File: src/rtl/rxs_pkg.sv
package rxs_pkg;

   localparam int NUM_ERR  = 6;
   localparam int WORD_W   = 64;
   localparam int FLAG_LSB = 56;
   localparam int GOOD_BIT = 62;
   localparam int SOP_BIT  = 63;

   // index of each error in the summary; status bit is FLAG_LSB + index
   typedef enum int unsigned {
      E_CRC   = 0,
      E_ABORT = 1,
      E_OCTET = 2,
      E_LONG  = 3,
      E_SHORT = 4,
      E_OVR   = 5
   } err_idx_e;

   typedef logic [NUM_ERR-1:0] err_vec_t;

   function automatic logic [WORD_W-1:0] pack_status(input err_vec_t e);
      logic [WORD_W-1:0] w;
      w = '0;
      w[FLAG_LSB +: NUM_ERR] = e;
      w[GOOD_BIT]            = ~(|e);
      w[SOP_BIT]             = 1'b1;
      return w;
   endfunction

endpackage

File: src/rtl/rxs_len_count.sv
module rxs_len_count #(
   parameter int CNT_W = 16
) (
   input  logic             clk,
   input  logic             rst_n,
   input  logic             bit_vld,
   input  logic             frame_end,
   output logic [CNT_W-1:0] len,
   output logic             over,
   output logic [2:0]       oct_rem
);

   localparam logic [CNT_W-1:0] CMAX = {CNT_W{1'b1}};

   logic [CNT_W-1:0] cnt_q;
   logic             ovf_q;
   logic [2:0]       m8_q;

   // length including the bit of this cycle, held at CMAX once full
   always_comb begin
      if (bit_vld && cnt_q != CMAX) len = cnt_q + 1'b1;
      else                          len = cnt_q;
      over    = ovf_q | (bit_vld & (cnt_q == CMAX));
      oct_rem = m8_q + {2'b00, bit_vld};
   end

   always_ff @(posedge clk or negedge rst_n) begin
      if (!rst_n) begin
         cnt_q <= '0;
         ovf_q <= 1'b0;
         m8_q  <= '0;
      end else if (frame_end) begin
         cnt_q <= '0;
         ovf_q <= 1'b0;
         m8_q  <= '0;
      end else begin
         cnt_q <= len;
         ovf_q <= over;
         m8_q  <= oct_rem;
      end
   end

   // a full counter never wraps inside a frame
   assert_no_wrap_R6: assert property (@(posedge clk) disable iff (!rst_n)
      (!frame_end && cnt_q == CMAX) |=> (cnt_q == CMAX));

   // once beyond range the frame stays marked over-length
   assert_over_sticky_R6: assert property (@(posedge clk) disable iff (!rst_n)
      (!frame_end && over) |=> over);

endmodule

File: src/rtl/rxs_classify.sv
module rxs_classify
   import rxs_pkg::*;
#(
   parameter int CNT_W = 16
) (
   input  logic              clk,
   input  logic              rst_n,
   input  logic              frame_end,
   input  logic              abort_in,
   input  logic              crc_bad_in,
   input  logic              overrun_in,
   input  logic [CNT_W-1:0]  len,
   input  logic              over,
   input  logic [2:0]        oct_rem,
   input  logic [CNT_W-1:0]  min_bits,
   input  logic [CNT_W-1:0]  max_bits,
   output err_vec_t          err_now,
   output logic [WORD_W-1:0] stat_word,
   output logic              stat_vld
);

   logic abort_q, crc_q, ovr_q;

   always_comb begin
      err_now          = '0;
      err_now[E_CRC]   = crc_q   | crc_bad_in;
      err_now[E_ABORT] = abort_q | abort_in;
      err_now[E_OVR]   = ovr_q   | overrun_in;
      err_now[E_OCTET] = (oct_rem != 3'd0);
      err_now[E_LONG]  = over | (len > max_bits);
      err_now[E_SHORT] = ~over & (len < min_bits);
   end

   always_ff @(posedge clk or negedge rst_n) begin
      if (!rst_n) begin
         abort_q <= 1'b0;
         crc_q   <= 1'b0;
         ovr_q   <= 1'b0;
      end else if (frame_end) begin
         abort_q <= 1'b0;
         crc_q   <= 1'b0;
         ovr_q   <= 1'b0;
      end else begin
         abort_q <= abort_q | abort_in;
         crc_q   <= crc_q   | crc_bad_in;
         ovr_q   <= ovr_q   | overrun_in;
      end
   end

   always_ff @(posedge clk or negedge rst_n) begin
      if (!rst_n) begin
         stat_vld  <= 1'b0;
         stat_word <= '0;
      end else begin
         stat_vld <= frame_end;
         if (frame_end) stat_word <= pack_status(err_now);
      end
   end

   // valid pulse follows the end strobe by one clock
   assert_vld_after_end_R1: assert property (@(posedge clk) disable iff (!rst_n)
      frame_end |=> stat_vld);
   assert_vld_only_after_end_R1: assert property (@(posedge clk) disable iff (!rst_n)
      !frame_end |=> !stat_vld);
   // a presented word carries start-of-packet and clean low bits
   assert_word_shape_R1: assert property (@(posedge clk) disable iff (!rst_n)
      stat_vld |-> (stat_word[SOP_BIT] && stat_word[FLAG_LSB-1:0] == '0));
   // good never appears together with an error flag
   assert_good_clean_R5: assert property (@(posedge clk) disable iff (!rst_n)
      stat_vld |-> !(stat_word[GOOD_BIT] && (|stat_word[FLAG_LSB +: NUM_ERR])));
   // an over-range frame is never called short
   assert_over_not_short_R6: assert property (@(posedge clk) disable iff (!rst_n)
      (frame_end && over) |=> (stat_word[FLAG_LSB + E_LONG] && !stat_word[FLAG_LSB + E_SHORT]));

endmodule

File: src/rtl/rxs_err_summary.sv
module rxs_err_summary #(
   parameter int NUM     = 6,
   parameter bit REG_IRQ = 1'b0
) (
   input  logic           clk,
   input  logic           rst_n,
   input  logic [NUM-1:0] set_vec,
   input  logic           set_en,
   input  logic           rd,
   input  logic [NUM-1:0] mask,
   output logic [NUM-1:0] sum,
   output logic           irq
);

   for (genvar i = 0; i < NUM; i++) begin : g_bit
      always_ff @(posedge clk or negedge rst_n) begin
         if (!rst_n) sum[i] <= 1'b0;
         else        sum[i] <= (sum[i] & ~rd) | (set_en & set_vec[i]);
      end
   end

   if (REG_IRQ) begin : g_irq_reg
      logic irq_q;
      always_ff @(posedge clk or negedge rst_n) begin
         if (!rst_n) irq_q <= 1'b0;
         else        irq_q <= |(sum & mask);
      end
      assign irq = irq_q;
   end else begin : g_irq_comb
      assign irq = |(sum & mask);
      // a read with nothing new leaves the request low
      assert_irq_drop_R9: assert property (@(posedge clk) disable iff (!rst_n)
         (rd && !set_en) |=> !irq);
   end

   // bits stay set until read
   assert_sticky_R7: assert property (@(posedge clk) disable iff (!rst_n)
      !rd |=> ((sum & $past(sum)) == $past(sum)));
   // a read with no new event empties the summary
   assert_read_clear_R9: assert property (@(posedge clk) disable iff (!rst_n)
      (rd && !set_en) |=> (sum == '0));
   // an event colliding with a read survives
   assert_keep_on_read_R10: assert property (@(posedge clk) disable iff (!rst_n)
      (rd && set_en) |=> ((sum & $past(set_vec)) == $past(set_vec)));

endmodule

File: src/rtl/rx_frame_status.sv
module rx_frame_status
   import rxs_pkg::*;
#(
   parameter int CNT_W   = 16,
   parameter bit REG_IRQ = 1'b0
) (
   input  logic              clk,
   input  logic              rst_n,
   input  logic              bit_vld,
   input  logic              frame_end,
   input  logic              abort_in,
   input  logic              crc_bad_in,
   input  logic              overrun_in,
   input  logic [CNT_W-1:0]  min_bits,
   input  logic [CNT_W-1:0]  max_bits,
   input  logic [5:0]        err_mask,
   input  logic              sum_rd,
   output logic [5:0]        sum_rdata,
   output logic              irq,
   output logic [63:0]       stat_word,
   output logic              stat_vld
);

   if (CNT_W < 4 || CNT_W > 32) begin : g_bad_cnt_w
      $error("rx_frame_status: CNT_W must lie in 4..32");
   end
   if (NUM_ERR != 6 || WORD_W != 64) begin : g_bad_pkg
      $error("rx_frame_status: package layout does not match ports");
   end

   logic [CNT_W-1:0] len;
   logic             over;
   logic [2:0]       oct_rem;
   err_vec_t         err_now;

   rxs_len_count #(.CNT_W(CNT_W)) u_cnt (
      .clk       (clk),
      .rst_n     (rst_n),
      .bit_vld   (bit_vld),
      .frame_end (frame_end),
      .len       (len),
      .over      (over),
      .oct_rem   (oct_rem)
   );

   rxs_classify #(.CNT_W(CNT_W)) u_cls (
      .clk        (clk),
      .rst_n      (rst_n),
      .frame_end  (frame_end),
      .abort_in   (abort_in),
      .crc_bad_in (crc_bad_in),
      .overrun_in (overrun_in),
      .len        (len),
      .over       (over),
      .oct_rem    (oct_rem),
      .min_bits   (min_bits),
      .max_bits   (max_bits),
      .err_now    (err_now),
      .stat_word  (stat_word),
      .stat_vld   (stat_vld)
   );

   rxs_err_summary #(.NUM(NUM_ERR), .REG_IRQ(REG_IRQ)) u_sum (
      .clk     (clk),
      .rst_n   (rst_n),
      .set_vec (err_now),
      .set_en  (frame_end),
      .rd      (sum_rd),
      .mask    (err_mask),
      .sum     (sum_rdata),
      .irq     (irq)
   );

   // summary picks up exactly the flags of the word just presented
   assert_sum_has_flags_R7: assert property (@(posedge clk) disable iff (!rst_n)
      stat_vld |-> ((sum_rdata & stat_word[FLAG_LSB +: NUM_ERR]) == stat_word[FLAG_LSB +: NUM_ERR]));

endmodule

File: config.mk
export PLATFORM = sky130hd
export DESIGN_NAME = rx_frame_status
export DESIGN_NICKNAME = d
export VERILOG_FILES = /design/src/rtl/rxs_pkg.sv /design/src/rtl/rxs_len_count.sv /design/src/rtl/rxs_classify.sv /design/src/rtl/rxs_err_summary.sv /design/src/rtl/rx_frame_status.sv
export SDC_FILE = /design/constraint.sdc
export NUM_CORES = 1
export LEC_CHECK = 0
export BUFFER_PORTS_ARGS = -buffer_cell sky130_fd_sc_hd__buf_2
export CAP_MARGIN = 20
export CORE_ASPECT_RATIO = 1.5
export CORE_MARGIN = 1
export CORE_UTILIZATION = 45
export CTS_CLUSTER_DIAMETER = 150
export DETAILED_ROUTE_END_ITERATION = 8
export GPL_TIMING_DRIVEN = 0
export PLACE_DENSITY = 0.72
export SYNTH_ARGS = -nofsm -noshare
export SYNTH_HDL_FRONTEND = slang
export SYNTH_SLANG_ARGS = --single-unit
File: constraint.sdc
create_clock -name clk -period 3.97 [get_ports clk]
set_input_delay 0.1985 -clock clk [delete_from_list [all_inputs] [get_ports clk]]
set_output_delay 0.1985 -clock clk [all_outputs]
set_load 0.005 [all_outputs]
# After elaboration in Yosys (flattened, before gate mapping)
# Index checks and enable logic that the tools add are counted.
[word_totals]
in_bits = 46
word_cells = 60
out_inout_bits = 72
ff_bits = 38
[op_classes]
muxes = 7
addsub = 2
magnitude_cmp = 2
n_reduce_logical = 4
n_eq_ne = 2
bitwise_logic = 29
[op_table]
columns = ["operator", "n"]
rows = [
  ["16-bit two-way mux", 2],
  ["16-bit by 1-bit adder with 16-bit output, second input constant", 1],
  ["16-bit equality test, second input constant", 1],
  ["16-bit > comparator", 1],
  ["16-bit < comparator", 1],
  ["16-bit inequality test, second input constant", 1],
  ["1-bit bitwise AND", 14],
  ["6-bit OR reduction", 2],
  ["1-bit bitwise OR", 11],
  ["6-bit bitwise AND", 1],
  ["1-bit two-way mux", 4],
  ["3-bit by 1-bit adder with 3-bit output", 1],
  ["3-bit two-way mux", 1],
  ["1-bit inverter", 3],
  ["3-bit nonzero test", 1],
  ["1-bit logical AND", 1],
]

# Logic depth before layout (Yosys ltp)
[depth]
ltp_word = 7
depth_mapped = 12
depth_no_buf = 12

# Cells and area by module
# A second synthesis with hierarchy kept.
[unflattened]
hier_cells = 355
area_unflattened_um2 = 3111.7
[by_module_without_submodules]
columns = ["module", "cells_per_inst", "area_per_inst_um2", "seq_area_each_um2", "n_inst"]
rows = [
  ["rxs_classify", 208, 1677.9, 300.3, 1],
  ["rxs_len_count", 119, 1181.1, 500.5, 1],
  ["rxs_err_summary", 28, 252.7, 150.1, 1],
]

# Least setup slack after synthesis
# Ideal clock, no wire load.
[synth_path]
path_kind = "register to register"
start = "reg u_cnt.cnt_q[4]"
end = "reg u_cls.stat_word[59]"
setup_time_ps = 125
t_arrival_ps = 2891
synth_period_minus_slack_ps = 3016
required_time_ps = 3845
n_path_buf = 0
path_slack_ps = 954
stages_incl_launch_ff = 11
cell_sequence = "dfrtp_1 > and4_4 > nand4_4 > o31ai_4 > mux2_2 > ha_1 > nand4_1 > or4_1 > o22ai_1 > o21ai_0 > mux2_2"
[synth_via]
elab_chain_cells = 5
elab_cells_between_ends = 9
cone_classes = "add/sub: 1; order compare: 1; eq/ne: 2; mux: 1; bitwise: 3; reduce/logical: 1"
[synth_lines]
columns = ["element", "line_no", "rtl"]
rows = [
  ["from (decl)", "rxs_len_count.sv:15", "logic [CNT_W-1:0] cnt_q;"],
  ["from (signal assigned)", "rxs_len_count.sv:37", "cnt_q <= len;"],
  ["parallel branches: the longest is 4 deep, another holds 16-bit by 1-bit adder with 16-bit output", "--", ""],
  ["1-bit bitwise OR *", "rxs_classify.sv:30", "err_now[E_LONG] = over | (len > max_bits);"],
  ["to (signal assigned)", "rxs_classify.sv:56", "if (frame_end) stat_word <= pack_status(err_now);"],
  ["to (decl)", "rxs_classify.sv:18", "output logic [WORD_W-1:0] stat_word,"],
]
# Every way passes the cells marked *.
# A chain may end at the register's enable or synchronous reset.

# Worst setup path in the final report
# Ends and elaborated chain as after synthesis.

==> out/metrics.cfg <==
[finish]
nFillCells=587
multi_input_area_um2=1620
final_nets=529
syn_to_final_growth_pct=24.3
seqCellArea_um2=951
num_antenna_cells=0
drive_above_1_share_pct=30.7

[sta]
finalMaxSlewViolations=0
post-route-worst-setup-slack_ns=0.541
tns_ns=0
hold_slack_ns=-0.0183
relSlewSlack_pct=45.7
finalSetupViolCount=0
rsz0062_at_grt=false
post-route-period-util_pct=86.4
fmax_mhz=292
hold_viol_final=16
period_minus_slack_ns=3.43
finClkSkew_ns=0.0108
worst_slew_pin_slew_ns=0.815

[route]
wl_um=6090
drcViolationCount=0
drt_iter0_markers=103
ant_nets=0
vias=2473
first_pass_iters=4
avgViaCountPerCell=4.72
wire_per_inst_um=11.6

[worst_hold_path]
hp-class=in2async

[critical_path]
worstPathMaxFanout=6
timing.reg2reg.setup_slack_ns=0.54
crit_arrival_ns=3.61
cp_slowest_cell=o31ai_4
path_buf_inv=0
worstPathCellList=and4_4, nand4_4, o31ai_4, nor2_1, xor2_1, ha_1, a21o_1, nand3_1, o2111ai_1, a221oi_1, o21ai_0, mux2_2
cp-end-kind=flip-flop
start_kind=flip-flop
crit_required_ns=4.15
cp_slowest_stage_delay_ns=0.44
critical_path.top_delay_family=compound AO/OA/AOI/OAI gates
path_class=reg2reg

[clock_network]
cts_post_setup_buffers_inserted=0
cts_tree=built
htreeDepth=2
clockRootBuffer=clkbuf_8
ctsHoldBuffers=0
cts_resized=0
clk_pin_slew_ns=0.08
cts_made_buffers=5
clk_latency_ns=0.30
clock-sinks=38
cts_max_path_buffers=2

[floorplan]
die_w_um=68.2
start_util_pct=47.3
boundaryPins=118
rows=35
coreArea_um2=6260
dieArea_um2=6920
die_h_um=101

[placement]
routabilityCongestion=0.843
place_worst_setup_slack_ns=0.602
dp_hpwl_um=5050
numPortBuffers=61

[global_route]
grtUsageMet3_pct=3.38
grt_pass1_wl_um=9650
gr-usage-met2_pct=34.9
busiest_layer=met2
grt_usage_pct=18.7
met1_usage_pct=20.0
grt_pass1_vias=2225
grt.overflow.total=0
grt_start_max_net_pins=39
grt_antenna_before_repair=0

[synthesis]
ys_ff_latch=38
seq_area_frac_synth_pct=32.1
yosys_warnings=0
synth_async_sr_flop_share_pct=100
synth_most_common_cell=buf_4
synth.area.top_cells=dfrtp_1 32%, ha_1 14%, buf_4 14%
ys_types=44
yosysTopAreaCellShare_pct=32.1
synth_area_um2=2960
syn_inst=326
avgSynthCellArea_um2=9.08
synthTopCellsByCount=56 x buf_4, 43 x inv_1, 38 x dfrtp_1, 34 x ha_1, 18 x nor2_1
synth_ff_type=dfrtp_1
yosysTopAreaCell=dfrtp_1
synth_edf_count=0

[job]
maxCapViolCount=0

[power]
ir_worst_vdd_mv=0.228
cellPowerDensity_nw_per_um2=254
power_leakage_uw=0.00214

[run_status]
violations=negative hold slack
outcome=complete, but fails checks

cells by family after synthesis:
kind of cell | Yosys count | synth area share [%]
AOI/OAI and AO/OA | 51 | 12.7
xor gates and xnor gates | 16 | 4.73
adders and majority gates | 34 | 14.4
buffers and inverters | 102 | 20.0
DFF | 38 | 32.1
muxes | 2 | 0.760
other | 1 | 0.127
and+or+nand+nor | 82 | 15.2
cells in the final DEF, fill, tap and decap left out, types with 2 or more instances in the layout:
cell        synthesis  layout
a211oi_1            4       4
a21o_1              2       2
a21oi_1             7       7
a22o_2              2       2
a22oi_1             3       3
and2_1             17      17
and4_4              2       2
buf_2               0      61
buf_4              56      56
clkbuf_1            3       3
clkbuf_8            0       5
clkinvlp_4          0       2
conb_1              1      56
dfrtp_1            38      38
ha_1               34      34
inv_1              43      43
mux2_2              2       2
nand2_1            11      11
nand3_1            14      14
nand4_1             8       8
nor2_1             18      18
nor2b_1             2       2
nor3_1              4       4
o211ai_1            2       2
o21ai_0            15      15
o22ai_1             3       3
xnor2_1             7       7
xor2_1              9       9
state kept, by name, indices dropped and copies added, names as in the netlist:
signal           count
u_cls.ovr_q          1
u_cnt.ovf_q          1
u_cnt.m8_q           3
u_cls.abort_q        1
u_cls.stat_vld       1
u_cls.crc_q          1
u_cnt.cnt_q         16
u_sum.sum            6
u_cls.stat_word      8
worst register-to-register path, cell delays in order (launching register included):
cell,delay (ns)
dfrtp_1,0.43
and4_4,0.29
nand4_4,0.16
o31ai_4,0.45
nor2_1,0.11
xor2_1,0.28
ha_1,0.31
a21o_1,0.18
nand3_1,0.07
o2111ai_1,0.13
a221oi_1,0.31
o21ai_0,0.24
mux2_2,0.34
metrics by stage:
| stage | instances | utilization [%] | total power [µW] | instance area (µm²) |
|---|---|---|---|---|
| 3_3_place_gp | 516 | 56.9 | 601 | 3570 |
| 4_1_cts | 524 | 58.8 | 939 | 3680 |
| 5_1_grt | 524 | 58.8 | 984 | 3680 |
| 3_5_place_dp | 516 | 56.9 | 604 | 3570 |
| 6_report | 524 | 58.8 | 934 | 3680 |
| 2_1_floorplan | 381 | - | 540 | 3170 |
path summary, 6_finish.rpt:
check / from / endpoint / cells past startpoint
worst max-delay path: u_cnt.cnt_q[4] / u_cls.stat_word[59] / 12
worst min-delay path: rst_n / u_cls.stat_word[58] / 1
worst max register to register: u_cnt.cnt_q[4] / u_cls.stat_word[59] / 12
worst min register to register: u_cls.stat_word[63] / u_cls.stat_word[63] / 1
max in group asynchronous: rst_n / u_cnt.cnt_q[0] / 1
min in group clk: frame_end / u_cls.stat_vld / 1
metal layers:
metal	up-vias	part of all wire (%)
met5	-	0
met4	0	2.5
met3	12	5.8
met2	105	53
met1	1118	39
li1	1238	-
area by class of cell:
| type | count | share of cell area, % |
|---|---|---|
| timing repair buffer | 61 | 8.30 |
| tap | 74 | 2.52 |
| multi-input combinational | 241 | 44.1 |
| buffer | 59 | 11.7 |
| sequential | 38 | 25.8 |
| clock inverter | 3 | 1.22 |
| inverter | 43 | 4.39 |
| clock buffer | 5 | 1.87 |
power by group:
| group | switching (µW) | internal, µW |
|---|---|---|
| sequential | 13.4 | 405 |
| clock | 150 | 187 |
| combinational | 86.1 | 93.1 |
| total | 249 | 685 |
Note: power is estimated with default switching activity, not from simulation.
